## config.mk

```make
export PLATFORM = sky130hd
export DESIGN_NAME = rst_mode_ctrl
export DESIGN_NICKNAME = d
export VERILOG_FILES = /design/src/rtl/rmc_pkg.sv /design/src/rtl/rmc_sync.sv /design/src/rtl/rmc_fall_det.sv /design/src/rtl/rmc_hold_timer.sv /design/src/rtl/rst_mode_ctrl.sv
export SDC_FILE = /design/constraint.sdc
export NUM_CORES = 1
export LEC_CHECK = 0
export BUFFER_PORTS_ARGS = -buffer_cell sky130_fd_sc_hd__buf_4
export CAP_MARGIN = 40
export CORE_MARGIN = 2
export CORE_UTILIZATION = 45
export CTS_CLUSTER_DIAMETER = 50
export CTS_CLUSTER_SIZE = 16
export DETAILED_ROUTE_END_ITERATION = 10
export GPL_ROUTABILITY_DRIVEN = 0
export GPL_TIMING_DRIVEN = 0
export PLACE_DENSITY_LB_ADDON = 0.1
export SLEW_MARGIN = 25
export SYNTH_ARGS = -nofsm -noshare
export SYNTH_HDL_FRONTEND = slang
export SYNTH_SLANG_ARGS = --single-unit
```

## constraint.sdc

```tcl
create_clock -name clk_i -period 1.4 [get_ports clk_i]
set_input_delay 0.28 -clock clk_i [delete_from_list [all_inputs] [get_ports clk_i]]
set_output_delay 0.28 -clock clk_i [all_outputs]
set_load 0.01 [all_outputs]
```

## src/rtl/rmc_pkg.sv

```systemverilog
package rmc_pkg;
    typedef enum logic [1:0] {
        ST_RUN  = 2'd0,
        ST_QUAL = 2'd1,
        ST_HELD = 2'd2,
        ST_HOST = 2'd3
    } rmc_state_e;
endpackage

```

## src/rtl/rmc_sync.sv

```systemverilog
module rmc_sync #(
    parameter int   STAGES  = 2,
    parameter logic RST_VAL = 1'b0
) (
    input  logic clk_i,
    input  logic arst_ni,
    input  logic d_i,
    output logic q_o
);
    logic [STAGES-1:0] chain_q;

    for (genvar s = 0; s < STAGES; s++) begin : g_stage
        always_ff @(posedge clk_i or negedge arst_ni) begin
            if (!arst_ni) begin
                chain_q[s] <= RST_VAL;
            end else if (s == 0) begin
                chain_q[s] <= d_i;
            end else begin
                chain_q[s] <= chain_q[(s > 0) ? s-1 : 0];
            end
        end
    end

    assign q_o = chain_q[STAGES-1];
endmodule

```

## src/rtl/rmc_fall_det.sv

```systemverilog
module rmc_fall_det (
    input  logic clk_i,
    input  logic arst_ni,
    input  logic sig_i,
    output logic fall_o
);
    logic prev_q;

    always_ff @(posedge clk_i or negedge arst_ni) begin
        if (!arst_ni) begin
            prev_q <= 1'b1;
        end else begin
            prev_q <= sig_i;
        end
    end

    assign fall_o = prev_q & ~sig_i;
endmodule

```

## src/rtl/rmc_hold_timer.sv

```systemverilog
module rmc_hold_timer #(
    parameter int CNT_W   = 7,
    parameter int SAT_VAL = 120
) (
    input  logic             clk_i,
    input  logic             arst_ni,
    input  logic             level_i,
    output logic [CNT_W-1:0] cnt_o
);
    localparam logic [CNT_W-1:0] SAT = CNT_W'(SAT_VAL);

    logic [CNT_W-1:0] cnt_q;

    always_ff @(posedge clk_i or negedge arst_ni) begin
        if (!arst_ni) begin
            cnt_q <= '0;
        end else if (!level_i) begin
            cnt_q <= '0;
        end else if (cnt_q != SAT) begin
            cnt_q <= cnt_q + 1'b1;
        end
    end

    assign cnt_o = cnt_q;
endmodule

```

## src/rtl/rst_mode_ctrl.sv

```systemverilog
module rst_mode_ctrl #(
    parameter int SYNC_STAGES = 2,
    parameter int CYC_PER_MC  = 12,
    parameter int QUAL_MC     = 2,
    parameter int HOST_MC     = 10
) (
    input  logic clk_i,
    input  logic arst_ni,
    input  logic rst_pin_i,
    input  logic strobe_pin_i,
    input  logic ea_pin_i,
    input  logic sec_lock_i,
    output logic sys_rst_o,
    output logic host_mode_o,
    output logic ea_sel_o
);
    import rmc_pkg::*;

    localparam int QUAL_LIM = QUAL_MC * CYC_PER_MC;
    localparam int HOST_LIM = HOST_MC * CYC_PER_MC;
    localparam int CNT_W    = $clog2(HOST_LIM + 1);
    localparam logic [CNT_W-1:0] QUAL_M1 = CNT_W'(QUAL_LIM - 1);
    localparam logic [CNT_W-1:0] ARM_AT  = CNT_W'(HOST_LIM);

    logic             rst_s;
    logic             stb_s;
    logic             stb_fall;
    logic [CNT_W-1:0] hold_cnt;
    logic             qual_now;
    logic             armed;
    logic             in_rst;
    logic             release_now;
    logic             mode_q;
    logic             ea_lat_q;
    rmc_state_e       state_q;
    rmc_state_e       state_d;

    rmc_sync #(.STAGES(SYNC_STAGES), .RST_VAL(1'b0)) u_rst_sync (
        .clk_i(clk_i), .arst_ni(arst_ni), .d_i(rst_pin_i), .q_o(rst_s)
    );

    rmc_sync #(.STAGES(SYNC_STAGES), .RST_VAL(1'b1)) u_stb_sync (
        .clk_i(clk_i), .arst_ni(arst_ni), .d_i(strobe_pin_i), .q_o(stb_s)
    );

    rmc_fall_det u_stb_fall (
        .clk_i(clk_i), .arst_ni(arst_ni), .sig_i(stb_s), .fall_o(stb_fall)
    );

    rmc_hold_timer #(.CNT_W(CNT_W), .SAT_VAL(HOST_LIM)) u_hold (
        .clk_i(clk_i), .arst_ni(arst_ni), .level_i(rst_s), .cnt_o(hold_cnt)
    );

    // this cycle is the QUAL_LIM-th consecutive synchronised high cycle
    assign qual_now    = rst_s && (hold_cnt >= QUAL_M1);
    assign armed       = hold_cnt >= ARM_AT;
    assign in_rst      = (state_q == ST_HELD) || (state_q == ST_HOST);
    assign release_now = in_rst && !rst_s;

    always_comb begin
        state_d = state_q;
        unique case (state_q)
            ST_RUN:  if (rst_s) state_d = ST_QUAL;
            ST_QUAL: begin
                if (!rst_s)        state_d = ST_RUN;
                else if (qual_now) state_d = ST_HELD;
            end
            ST_HELD: begin
                if (!rst_s)                 state_d = ST_RUN;
                else if (armed && stb_fall) state_d = ST_HOST;
            end
            ST_HOST: if (!rst_s) state_d = ST_RUN;
            default: state_d = ST_RUN;
        endcase
    end

    always_ff @(posedge clk_i or negedge arst_ni) begin
        if (!arst_ni) begin
            state_q <= ST_RUN;
        end else begin
            state_q <= state_d;
        end
    end

    always_ff @(posedge clk_i or negedge arst_ni) begin
        if (!arst_ni) begin
            mode_q   <= 1'b0;
            ea_lat_q <= 1'b0;
        end else begin
            if (in_rst) begin
                ea_lat_q <= ea_pin_i;
            end
            if (release_now) begin
                mode_q <= (state_q == ST_HOST);
            end
        end
    end

    assign sys_rst_o   = in_rst;
    assign host_mode_o = mode_q;
    assign ea_sel_o    = sec_lock_i ? ea_lat_q : ea_pin_i;
endmodule

```

### Word-level counts from Yosys, hierarchy flattened

Cells that the tools add are included.

| word-level totals | value |
|---|---|
| output and inout bits | 3 |
| bits of input ports | 6 |
| flip-flop bits (word level) | 16 |
| logic and storage cells | 40 |

| cells by class | value |
|---|---|
| mux-type cells | 10 |
| $add $sub $neg | 1 |
| reductions and logical operators | 7 |
| $lt $le $gt $ge | 2 |
| bitwise gates (word level) | 2 |
| equal/unequal tests | 9 |

Operators with widths:

| operator | count |
|---|---|
| $mux 7 | 2 |
| $mux 2 | 6 |
| $pmux 2 s4 | 1 |
| $add 7x1->7 const B | 1 |
| $ge 7x5->1 const B | 1 |
| $ge 7x7->1 const B | 1 |
| $ne 7x7->1 const B | 1 |
| $ne 3x3->1 const B | 2 |
| $eq 2x2->1 const B | 2 |
| $ne 2x1->1 const B | 2 |
| $reduce_and 4->1 | 1 |
| $logic_and 1x1->1 | 3 |
| $eq 2x1->1 const B | 1 |
| $logic_not 2->1 | 1 |
| $ne 2x2->1 const B | 1 |
| $and 1x1->1 | 1 |
| $logic_not 1->1 | 1 |
| $logic_or 1x1->1 | 1 |
| $mux 1 | 1 |
| $not 1->1 | 1 |

### Logic depth before layout (Yosys ltp)

Gate-level depths: netlist of the first run.

| logic depth | value |
|---|---|
| depth after elaboration | 6 |
| mapped depth | 5 |
| mapped depth without buffers | 5 |

### Modules after synthesis

A second synthesis of the first run with hierarchy kept.

| second synthesis, totals | value |
|---|---|
| cell total of the unflattened synthesis | 64 |
| area, all modules | 733.2 um^2 |

Modules (own cells, without submodules):

| module | times used | area each (um^2) | seq. area each (um^2) | cells an instance |
|---|---|---|---|---|
| rmc_hold_timer | 1 | 371.6 | 175.2 | 38 |
| rst_mode_ctrl | 1 | 219.0 | 100.1 | 20 |
| rmc_sync (u_stb_sync) | 1 | 52.6 | 52.6 | 2 |
| rmc_sync (u_rst_sync) | 1 | 50.0 | 50.0 | 2 |
| rmc_fall_det | 1 | 40.0 | 26.3 | 2 |

### Worst setup path after synthesis of the first run

No wires, ideal clock.

| path | value |
|---|---|
| path kind | flip-flop to flip-flop |
| from | register u_hold.cnt_q[0], in the netlist u_hold.cnt_o[0] |
| to | register u_hold.cnt_q[1], in the netlist u_hold.cnt_o[1] |
| data required time | 1.321 ns |
| data arrival time | 1.183 ns |
| setup time | 0.079 ns |
| buffers on the path | 0 |
| period minus slack after synthesis | 1.262 ns |
| cell stages (with the launch flop) | 6 |
| path slack | 0.138 ns |
| cells stage by stage | dfrtp_1 > inv_1 > ha_1 > nand4b_1 > or3_1 > a21oi_1 |

| on the way | value |
|---|---|
| cells in the longest elaborated chain, start to end | 3 |
| elaborated cells between the ends (all ways) | 5 |
| classes of those cells | 1 x add/sub; 2 x eq/ne; 2 x mux |

Ends and longest elaborated chain:

| what | RTL line | text |
|---|---|---|
| start, declared | rmc_hold_timer.sv:12 | `logic [CNT_W-1:0] cnt_q;` |
| start signal, assigned | rmc_hold_timer.sv:20 | `cnt_q <= cnt_q + 1'b1;` |
| $add 7x1->7 | rmc_hold_timer.sv:20 |  |
| $mux 7 | rmc_hold_timer.sv:19 | `end else if (cnt_q != SAT) begin` |
| $mux 7 | rmc_hold_timer.sv:17 | `end else if (!level_i) begin` |

Parallel ways exist; a longest one is shown, timed or not. The select of a mux whose other input is x is not followed.
A chain may end at the register's enable or synchronous reset.

### Worst setup path in the final report of the first run

Ends and elaborated chain as after synthesis.

==> run summary, run 1 <==
Status: finished with violations
Failing checks: setup timing
Worst Hold Class: in2reg
Avg Synthesized Cell Area: 11.04 µm²
Max-slew headroom at the worst pin: 81.76%
Yosys top cell area share: 47.53%
Clock slew at the register clock pins of the worst setup and hold paths: 0.09 ns
Number of synthesized flops with an enable pin: 0
Core outline area: 0.001471 mm²
Final hold violation count: 0
Xor and xnor area share after synthesis: 3.839%
Floorplan die width: 43 µm
Category of the worst setup path capture point: flip-flop
Setup repair after global routing missed its margin: yes
Global-route wire length before repair: 1904 µm
Total design power: 865.9 µW
Number of ports placed on the die boundary: 9
Total die area: 0.001849 mm²
Delay of the slowest critical-path stage: 0.43 ns
Share of the clock period used by the worst path: 102.0%
Kind of launch point of the worst setup path: flip-flop
Synthesized Nets: 70
Count of max-cap constraint violations: 0
Number of rows in the core area: 14
Synth unique cells: 23
List of most frequent post-synthesis cells: sky130_fd_sc_hd__dfrtp_1, sky130_fd_sc_hd__a21oi_1, sky130_fd_sc_hd__nand3_1, sky130_fd_sc_hd__inv_1, sky130_fd_sc_hd__o21ai_0
Sequential standard cell area: 404.1 µm²
Fin crit period: 1.428 ns
Final standard cell utilization of the core: 58.16%
Clock sink total: 16
Yosys Warn Count: 0
Post-synthesis share of cell area spent on full adders, half adders and majority gates: 3.656%
Cell at the root of the clock tree: sky130_fd_sc_hd__clkbuf_4
Worst endpoint data arrival time: 1.64 ns
WL/cell: 12.61 µm
Leading cell type by number of instances after synthesis: sky130_fd_sc_hd__dfrtp_1
Number of instances in the synthesized netlist: 62
Initial core utilization: 46.51%
Total number of nets in the final design: 88
Vias in the first global route: 450
Worst reg-to-reg path cell count: 5
Largest cells by area after synthesis: sky130_fd_sc_hd__dfrtp_1, sky130_fd_sc_hd__dfstp_2, sky130_fd_sc_hd__a21oi_1, sky130_fd_sc_hd__ha_1, sky130_fd_sc_hd__nand3_1
Data required time at the worst endpoint: 1.61 ns
Critical Path, Cell by Cell: inv_1 > ha_1 > nand4b_1 > or3_4 > a21oi_2
PwrDens: 1012 mW/mm²
Total number of H-tree levels: 1
Largest family of logic cells by synthesized area: simple AND/OR/NAND/NOR gates
Post-synthesis instance area: 684.4 µm²
Fill cell instance count of the final layout: 135
Fmax: 0.7005 GHz
Number of remaining DRC errors: 0
Multiplexer share of the synthesized area: 3.291%
Diodes inserted: 0
Worst slew pin tran: 0.2719 ns
Share of final-layout standard cells stronger than drive strength 1: 32.91%
Quantity of I/O buffers inserted on ports: 8
Share of the synthesized area in compound gates (AO/OA/AOI/OAI): 11.88%
Drt via density: 5.263
Area grow syn2layout: 25.05%
Leak Pwr: 0.3830 nW
Worst Path Max Fanout: 4
Maximum number of pins on one net before global-route repair: 17
Number of nets with antenna violations after routing: 0
Final-report max-slew violation count: 0
Worst vdd rail ir drop: 0.6679 mV
All-Layer GR Usage: 13.92%
Cts bufs inserted: 3
Multi-input gate area: 272.8 µm²
Post-synthesis share of cell area spent on and, or, nand and nor gates: 14.99%
Setup violations, final: 1
Detailed-route via count: 500
Number of stages on the worst hold path: 1
Overall routed net length: 1198 µm
Later-pin clock latency in the skew report: 0.28 ns
Worst Slack Setup Final: -0.02762 ns
Initial antenna violation count: 0
Estimated wirelength of the detail-placed design: 807.4 µm
TritonCTS clock tree: done
Critical-path cell with the highest stage delay: sky130_fd_sc_hd__or3_4
Pre-Repair DR Iteration Count: 4
Largest buffer count on any clock path: 2
Setup WS pre-CTS: 0.02025 ns
Post-synthesis async set-or-reset flop share: 100.0%
First DRT Iteration DRCs: 10
Sequential cell area fraction in the yosys report: 59.05%
Primary flip-flop cell chosen by synthesis mapping: sky130_fd_sc_hd__dfrtp_1
Flop and latch count out of synthesis: 16
Critical path type: reg2reg
Largest area contributor in the synthesized netlist: sky130_fd_sc_hd__dfrtp_1
Overall die height: 43 µm
Remaining global-route overflow: 0
Skew final: 0.006147 ns
==> layer usage <==
layer	up-vias	global-route usage (%)	wire, µm
met4	0	7.273	0
met3	0	2.553	26
li1	253	-	-
met5	-	0	0
met1	242	18.84	629
met2	5	21.21	541
==> worst max-delay path: cells and delay by family (launching register included) <==
family | cells | cell delay (ns)
and+or+nand+nor | 2 | 0.60
DFF | 1 | 0.42
adders and majority gates | 1 | 0.15
AOI/OAI and AO/OA | 1 | 0.12
buffers and inverters | 1 | 0.08
==> report_power, final <==
group	internal (mW)	switching, mW	total [mW]
Combinational	0.0394	0.0333	0.0727
Sequential	0.481	0.0146	0.496
Clock	0.158	0.139	0.298
==> per-stage QoR <==
stage	std cells	cell area, µm²	hold slack, ns	TNS [ns]
finish	95	855.8	0.1017	-0.02762
global route	95	855.8	0.08547	-0.2090
CTS	93	825.8	0.08742	0
detailed placement	86	764.5	0.1489	0
global placement	86	764.5	0.1487	0
floorplan	62	684.4	-0.01559	0
==> flip-flops by register name (all words and copies together) (netlist names) <==
name and cells:
u_hold.cnt_o 7, u_stb_sync.chain_q 1, u_rst_sync.q_o 1, u_stb_fall.prev_q 1
u_stb_sync.q_o 1, state_q 2, u_rst_sync.chain_q 1, ea_lat_q 1
host_mode_o 1
==> layout by cell type (no fill, tap or decap), drive strengths merged <==
cell and n:
nand2b 1, dlygate4sd3 1, xor2 2, nor3 3, a2bb2oi 1, ha 2, nor2 3, nand3 5
dfrtp 13, o21ai 4, a211o 1, o221a 1, nor4 1, nand4b 1, clkbuf 5, or3 3
nand2 3, mux2 2, inv 4, dfstp 3, xnor2 1, clkinv 1, buf 12, o21a 1
a21oi 5
==> area by class of cell <==
cell class / instances / area share [%]
sequential: 16 / 47.22
buffer: 1 / 0.4386
clock buffer: 4 / 4.240
multi-input combinational: 40 / 31.87
inverter: 5 / 2.193
tap: 16 / 2.339
timing repair buffer: 13 / 11.70
==> path summary, 6_finish.rpt <==
path,start,end,slack [ns]
worst min register to register,u_rst_sync.chain_q[0],u_rst_sync.q_o,0.36
max in group asynchronous,arst_ni,u_stb_sync.chain_q[0],0.77
min in group asynchronous,arst_ni,u_hold.cnt_o[3],0.38
worst max register to register,u_hold.cnt_o[0],u_hold.cnt_o[1],-0.03
worst max-delay path,u_hold.cnt_o[0],u_hold.cnt_o[1],-0.03
worst min-delay path,strobe_pin_i,u_stb_sync.chain_q[0],0.10
==> timing repair <==
item                       4_1_cts  5_1_grt
hold buffers                     1        0
hold endpoints to repair        13        0
setup endpoints to repair        1        3
buffers inserted                 2        2
pin swaps                        0        1
gates resized for setup          0        4
==> kinds of logic (layout without fill, tap and decap cells) <==
family / count (synthesis) / after routing
AOI/OAI and AO/OA: 13 / 13
xor gates and xnor gates: 3 / 3
adders and majority gates: 2 / 2
buffers and inverters: 6 / 23
DFF: 16 / 16
muxes: 2 / 2
and+or+nand+nor: 20 / 20
Note: power is estimated with default switching activity, not from simulation.
==> run 2: changes to the inputs <==
--- a/config.mk
+++ b/config.mk
@@ -14,7 +14,9 @@
 export DETAILED_ROUTE_END_ITERATION = 10
 export GPL_ROUTABILITY_DRIVEN = 0
 export GPL_TIMING_DRIVEN = 0
+export HOLD_SLACK_MARGIN = 0.12
 export PLACE_DENSITY_LB_ADDON = 0.1
+export SETUP_SLACK_MARGIN = 0.1
 export SLEW_MARGIN = 25
 export SYNTH_ARGS = -nofsm -noshare
 export SYNTH_HDL_FRONTEND = slang
==> run summary, run 2 (synthesis results as in run 1) <==
Critical-path cell with the highest stage delay: sky130_fd_sc_hd__dfrtp_1 (was sky130_fd_sc_hd__or3_4)
Worst reg-to-reg path cell count: 5 (unchanged)
Worst slew pin tran: 0.2850 ns (was 0.2719 ns)
Worst vdd rail ir drop: 0.6656 mV (was 0.6679 mV)
Fin crit period: 1.340 ns (was 1.428 ns)
Floorplan die width: 43 µm (unchanged)
Skew final: 0.005746 ns (was 0.006147 ns)
Detailed-route via count: 518 (was 500)
Number of remaining DRC errors: 0 (unchanged)
Total die area: 0.001849 mm² (unchanged)
Clock slew at the register clock pins of the worst setup and hold paths: 0.09 ns (about the same)
Number of ports placed on the die boundary: 9 (unchanged)
Destination of the worst register-to-register timing path: u_hold.cnt_o[1] (unchanged)
Global-route wire length before repair: 2042 µm (was 1904 µm)
Number of rows in the core area: 14 (unchanged)
Max FFs per register: 7 (unchanged)
Largest buffer count on any clock path: 2 (unchanged)
Critical Path, Cell by Cell: inv_1 > ha_1 > nand4b_1 > or3_1 > a21oi_2 (was inv_1 > ha_1 > nand4b_1 > or3_4 > a21oi_2)
WL/cell: 12.47 µm (was 12.61 µm)
First DRT Iteration DRCs: 10 (unchanged)
Final hold violation count: 0 (unchanged)
Max-slew headroom at the worst pin: 80.88% (was 81.76%)
TritonCTS clock tree: done (unchanged)
Overall routed net length: 1210 µm (was 1198 µm)
Critical path type: reg2reg (unchanged)
Most frequent cells in the layout: sky130_fd_sc_hd__dfrtp_1, sky130_fd_sc_hd__buf_4, sky130_fd_sc_hd__nand3_1, sky130_fd_sc_hd__a21oi_1 (was sky130_fd_sc_hd__dfrtp_1, sky130_fd_sc_hd__buf_4, sky130_fd_sc_hd__nand3_1, sky130_fd_sc_hd__a21oi_1, sky130_fd_sc_hd__o21ai_0)
Commonest non-fill, non-tap cell in the layout: sky130_fd_sc_hd__dfrtp_1 (unchanged)
Count of max-cap constraint violations: 0 (unchanged)
Category of the worst setup path capture point: flip-flop (unchanged)
Remaining global-route overflow: 0 (unchanged)
Startpoint of the lowest-slack register-to-register path: u_hold.cnt_o[0] (unchanged)
All-Layer GR Usage: 14.81% (was 13.92%)
Drt via density: 5.340 (was 5.263)
Delay of the slowest critical-path stage: 0.42 ns (was 0.43 ns)
Initial core utilization: 46.51% (unchanged)
Quantity of I/O buffers inserted on ports: 8 (unchanged)
Clock sink total: 16 (unchanged)
Core outline area: 0.001471 mm² (unchanged)
Data required time at the worst endpoint: 1.61 ns (about the same)
Register-to-register setup slack: 0.06 ns (was -0.03 ns)
Total number of nets in the final design: 90 (was 88)
Vias in the first global route: 487 (was 450)
Total design power: 873.3 µW (was 865.9 µW)
Cell at the root of the clock tree: sky130_fd_sc_hd__clkbuf_4 (unchanged)
Worst Hold Class: in2reg (unchanged)
PwrDens: 973.5 mW/mm² (was 1012 mW/mm²)
Kind of launch point of the worst setup path: flip-flop (unchanged)
Share of final-layout standard cells stronger than drive strength 1: 34.57% (was 32.91%)
Setup repair after global routing missed its margin: yes (unchanged)
Logic depth of the worst setup path including buffers: 5 (unchanged)
CP endpoint: u_hold.cnt_o[1] (unchanged)
Number of cells in the design after placement: 86 (unchanged)
Final-report max-slew violation count: 0 (unchanged)
Worst Path Max Fanout: 4 (unchanged)
Overall die height: 43 µm (unchanged)
Family of cells with the greatest summed delay on the critical path: simple AND/OR/NAND/NOR gates (unchanged)
Share of the clock period used by the worst path: 95.70% (was 102.0%)
Leak Pwr: 0.3999 nW (was 0.3830 nW)
Number of nets with antenna violations after routing: 0 (unchanged)
Number of buffers and inverters on the critical path: 1 (unchanged)
Area grow syn2layout: 31.08% (was 25.05%)
Initial antenna violation count: 0 (unchanged)
Total number of H-tree levels: 1 (unchanged)
Crit. Startpoint: u_hold.cnt_o[0] (unchanged)
Cts bufs inserted: 3 (unchanged)
Status: complete, no violations (was finished with violations)
Fmax: 0.7464 GHz (was 0.7005 GHz)
Later-pin clock latency in the skew report: 0.28 ns (about the same)
Maximum number of pins on one net before global-route repair: 17 (unchanged)
Diodes inserted: 0 (unchanged)
Post-route insts no fill: 97 (was 95)
Setup violations, final: 0 (was 1)
Pre-Repair DR Iteration Count: 2 (was 4)
Estimated wirelength of the detail-placed design: 807.4 µm (unchanged)
Worst endpoint data arrival time: 1.55 ns (was 1.64 ns)
## run 2: worst min path at each step
stage,start,endpoint,slack [ns],cells after the start
finish,ea_pin_i,ea_lat_q,0.25,2
global route,ea_pin_i,ea_lat_q,0.25,2
CTS,ea_pin_i,ea_lat_q,0.24,2
detailed placement,arst_ni,u_hold.cnt_o[5],0.15,1
global placement,arst_ni,u_hold.cnt_o[3],0.15,1
floorplan,arst_ni,ea_lat_q,-0.02,0
## run 2: layout make-up
class | instances | area, µm²
Buffer | 1 | 3.754
Clock buffer | 4 | 36.28
Fill cell | 128 | 574.3
Inverter | 5 | 18.77
Multi-Input combinational cell | 40 | 290.3
Sequential cell | 16 | 404.1
Tap cell | 16 | 20.02
Timing Repair Buffer | 15 | 123.9
## run 2: what timing repair did
item / in CTS / in global routing
hold endpoints to repair: 18 / 0
hold buffers: 3 / 0
pin swaps: 0 / 1
resized for setup: 3 / 7
endpoints found under the setup margin: 5 / 7
buffers inserted: 3 / 1
cloned: 0 / 0
## run 2: where the power goes
part / leakage, nW / total [mW] / switching [mW] / internal [mW]
Clock: 0.0210 / 0.297 / 0.139 / 0.158
Sequential: 0.204 / 0.495 / 0.0142 / 0.481
Combinational: 0.175 / 0.0810 / 0.0354 / 0.0456
Total: 0.400 / 0.873 / 0.189 / 0.685
## run 2: metal layers
layer / vias to the layer above / track usage (%) / routed length (µm)
li1: 257 / - / -
met1: 256 / 19.67 / 617
met2: 5 / 23.33 / 566
met3: 0 / 2.553 / 25
met4: 0 / 7.273 / 0
met5: - / 0 / 0
## run 2: stage by stage
step                      setup WS, ns  hold slack, ns  instance area [µm²]  TNS [ns]  utilization (%)
after floorplan                 0.1381        -0.01559                684.4         0                -
after global placement         0.03447          0.1487                764.5         0            51.96
after detailed placement       0.02025          0.1489                764.5         0            51.96
after CTS                      0.05169          0.2370                867.1         0            58.93
after global routing          -0.03596          0.2497                897.1  -0.05738            60.97
final                          0.06025          0.2463                897.1         0            60.97
==> run 3: changes to the inputs <==
--- a/config.mk
+++ b/config.mk
@@ -5,13 +5,13 @@
 export SDC_FILE = /design/constraint.sdc
 export NUM_CORES = 1
 export LEC_CHECK = 0
-export BUFFER_PORTS_ARGS = -buffer_cell sky130_fd_sc_hd__buf_4
 export CAP_MARGIN = 40
 export CORE_MARGIN = 2
 export CORE_UTILIZATION = 45
 export CTS_CLUSTER_DIAMETER = 50
 export CTS_CLUSTER_SIZE = 16
 export DETAILED_ROUTE_END_ITERATION = 10
+export DONT_BUFFER_PORTS = 1
 export GPL_ROUTABILITY_DRIVEN = 0
 export GPL_TIMING_DRIVEN = 0
 export HOLD_SLACK_MARGIN = 0.12
==> run summary, run 3 (synthesis results as in run 1) <==
PwrDens: 1047 mW/mm² (was 973.5 mW/mm²)
Final-report max-slew violation count: 0 (unchanged)
Startpoint of the tightest hold check path: ea_pin_i (unchanged)
Register-to-register setup slack: 0.04 ns (was 0.06 ns)
Area grow syn2layout: 22.85% (was 31.08%)
Final hold violation count: 0 (unchanged)
Number of stages on the worst hold path: 1 (was 2)
Post-route insts no fill: 90 (was 97)
Fin crit period: 1.358 ns (was 1.340 ns)
Total die area: 0.001849 mm² (unchanged)
Setup repair after global routing missed its margin: yes (unchanged)
Delay of the slowest critical-path stage: 0.42 ns (about the same)
Later-pin clock latency in the skew report: 0.29 ns (was 0.28 ns)
Relative contribution of sequential cells to total power: 56.4% (was 56.7%)
Startpoint of the lowest-slack register-to-register path: u_hold.cnt_o[1] (was u_hold.cnt_o[0])
Sum Neg Setup Slack: 0 ns (unchanged)
Total number of H-tree levels: 1 (unchanged)
Global-route wire length before repair: 2118 µm (was 2042 µm)
Vias in the first global route: 473 (was 487)
Remaining global-route overflow: 0 (unchanged)
First DRT Iteration DRCs: 10 (unchanged)
Critical-path cell with the highest stage delay: sky130_fd_sc_hd__dfrtp_1 (unchanged)
Number of rows in the core area: 14 (unchanged)
Detailed-route via count: 506 (was 518)
Cell at the root of the clock tree: sky130_fd_sc_hd__clkbuf_4 (unchanged)
Initial antenna violation count: 0 (unchanged)
Number of remaining DRC errors: 0 (unchanged)
Data required time at the worst endpoint: 1.62 ns (was 1.61 ns)
Initial core utilization: 46.51% (unchanged)
Category of the worst setup path capture point: flip-flop (unchanged)
Fmax: 0.7362 GHz (was 0.7464 GHz)
TritonCTS clock tree: done (unchanged)
Worst slew pin tran: 0.7221 ns (was 0.2850 ns)
Share of total power in the clock network: 34.9% (was 34.0%)
Commonest non-fill, non-tap cell in the layout: sky130_fd_sc_hd__dfrtp_1 (unchanged)
Count of max-cap constraint violations: 0 (unchanged)
Share of final-layout standard cells stronger than drive strength 1: 31.08% (was 34.57%)
Pre-Repair DR Iteration Count: 4 (was 2)
All-Layer GR Usage: 15.66% (was 14.81%)
Cts bufs inserted: 3 (unchanged)
Setup WS pre-CTS: 0.005850 ns (was 0.02025 ns)
Overall routed net length: 1339 µm (was 1210 µm)
Setup violations, final: 0 (unchanged)
Worst vdd rail ir drop: 0.6381 mV (was 0.6656 mV)
Worst reg-to-reg path cell count: 5 (unchanged)
Largest buffer count on any clock path: 2 (unchanged)
Worst Hold Class: in2reg (unchanged)
Number of nets with antenna violations after routing: 0 (unchanged)
Worst Path Max Fanout: 3 (was 4)
Most frequent cells in the layout: sky130_fd_sc_hd__dfrtp_1, sky130_fd_sc_hd__buf_4, sky130_fd_sc_hd__inv_1, sky130_fd_sc_hd__nand3_1 (was sky130_fd_sc_hd__dfrtp_1, sky130_fd_sc_hd__buf_4, sky130_fd_sc_hd__nand3_1, sky130_fd_sc_hd__a21oi_1)
Switching part of the total: 22.96% (was 21.59%)
Quantity of I/O buffers inserted on ports: 0 (was 8)
Max-slew headroom at the worst pin: 51.70% (was 80.88%)
Skew final: 0.007611 ns (was 0.005746 ns)
Number of cells in the design after placement: 78 (was 86)
Destination of the worst register-to-register timing path: u_hold.cnt_o[1] (unchanged)
Worst Slack Setup Final: 0.04165 ns (was 0.06025 ns)
Maximum number of pins on one net before global-route repair: 17 (unchanged)
Diodes inserted: 0 (unchanged)
Max FFs per register: 7 (unchanged)
Leak Pwr: 0.3542 nW (was 0.3999 nW)
Drt via density: 5.622 (was 5.340)
Clock slew at the register clock pins of the worst setup and hold paths: 0.10 ns (was 0.09 ns)
Floorplan die width: 43 µm (unchanged)
Hold Path End: ea_lat_q (unchanged)
Psw: 202.0 µW (was 188.5 µW)
Estimated wirelength of the detail-placed design: 821 µm (was 807.4 µm)
Clock sink total: 16 (unchanged)
Logic pwr share: 8.7% (was 9.3%)
Total internal power: 677.9 µW (was 684.8 µW)
Status: complete, no violations (unchanged)
Core outline area: 0.001471 mm² (unchanged)
Share of the clock period used by the worst path: 97.03% (was 95.70%)
Critical path type: reg2reg (unchanged)
Kind of launch point of the worst setup path: flip-flop (unchanged)
WL/cell: 14.88 µm (was 12.47 µm)
Overall die height: 43 µm (unchanged)
Total number of nets in the final design: 83 (was 90)
Worst endpoint data arrival time: 1.58 ns (was 1.55 ns)
Critical Path, Cell by Cell: inv_1 > ha_1 > nand4b_1 > or3_1 > a21oi_2 (unchanged)
Number of ports placed on the die boundary: 9 (unchanged)
==> run 3: worst max-delay path by stage <==
stage,from,end,slack [ns],cells after the start
floorplan,u_hold.cnt_o[0],u_hold.cnt_o[1],0.14,5
global placement,u_hold.cnt_o[0],u_hold.cnt_o[1],0.03,5
detailed placement,u_hold.cnt_o[0],u_hold.cnt_o[1],0.006,5
CTS,u_hold.cnt_o[0],u_hold.cnt_o[1],0.07,5
global route,u_hold.cnt_o[1],u_hold.cnt_o[1],-0.07,5
finish,u_hold.cnt_o[1],u_hold.cnt_o[1],0.04,5
==> run 3: what timing repair did <==
action,4_1_cts,5_1_grt
gates resized for setup,2,7
pin swaps,0,3
gates cloned,0,0
hold buffers,3,0
setup endpoints to repair,5,6
endpoints found under the hold margin,18,0
setup buffers,3,2
==> run 3: through the flow <==
stage	utilization, %	total power, mW	cell area [µm²]	hold slack, ns
6_report	57.14	0.8800	840.8	0.1521
2_1_floorplan	-	0.5287	684.4	-0.01559
5_1_grt	57.14	0.9090	840.8	0.1549
3_3_place_gp	47.87	0.5373	704.4	-0.01520
4_1_cts	54.51	0.8610	802.0	0.1569
3_5_place_dp	47.87	0.5381	704.4	-0.01525
==> run 3: layer usage <==
| layer | track usage [%] | wire [µm] | vias to the layer above |
|---|---|---|---|
| met5 | 0 | 0 | - |
| met3 | 2.553 | 44 | 2 |
| met2 | 23.03 | 655 | 10 |
| li1 | - | - | 243 |
| met4 | 9.091 | 14 | 0 |
| met1 | 21.70 | 625 | 251 |
==> run 3: cell type report <==
class | count | area, µm²
plain buffers | 1 | 3.754
clock buffers | 4 | 36.28
fillers | 123 | 630.6
inverters | 5 | 18.77
multi-input cells | 40 | 290.3
flip-flops and latches | 16 | 404.1
well taps | 16 | 20.02
repair buffers | 8 | 67.56
==> run 3: critical path, delay by kind of cell (launching register included) <==
family	cells	cell delay, ns
buf+inv	1	0.08
compound gates	1	0.11
flops	1	0.42
simple gates	2	0.52
fa+ha+maj	1	0.16
==> run 3: power groups by stage <==
stage / clock, mW / sequential [mW] / combinational [mW]
finish: 0.307 / 0.496 / 0.0765
global placement: 0 / 0.504 / 0.0332
floorplan: 0 / 0.500 / 0.0282
CTS: 0.308 / 0.495 / 0.0574
global route: 0.328 / 0.497 / 0.0837
detailed placement: 0 / 0.504 / 0.0338
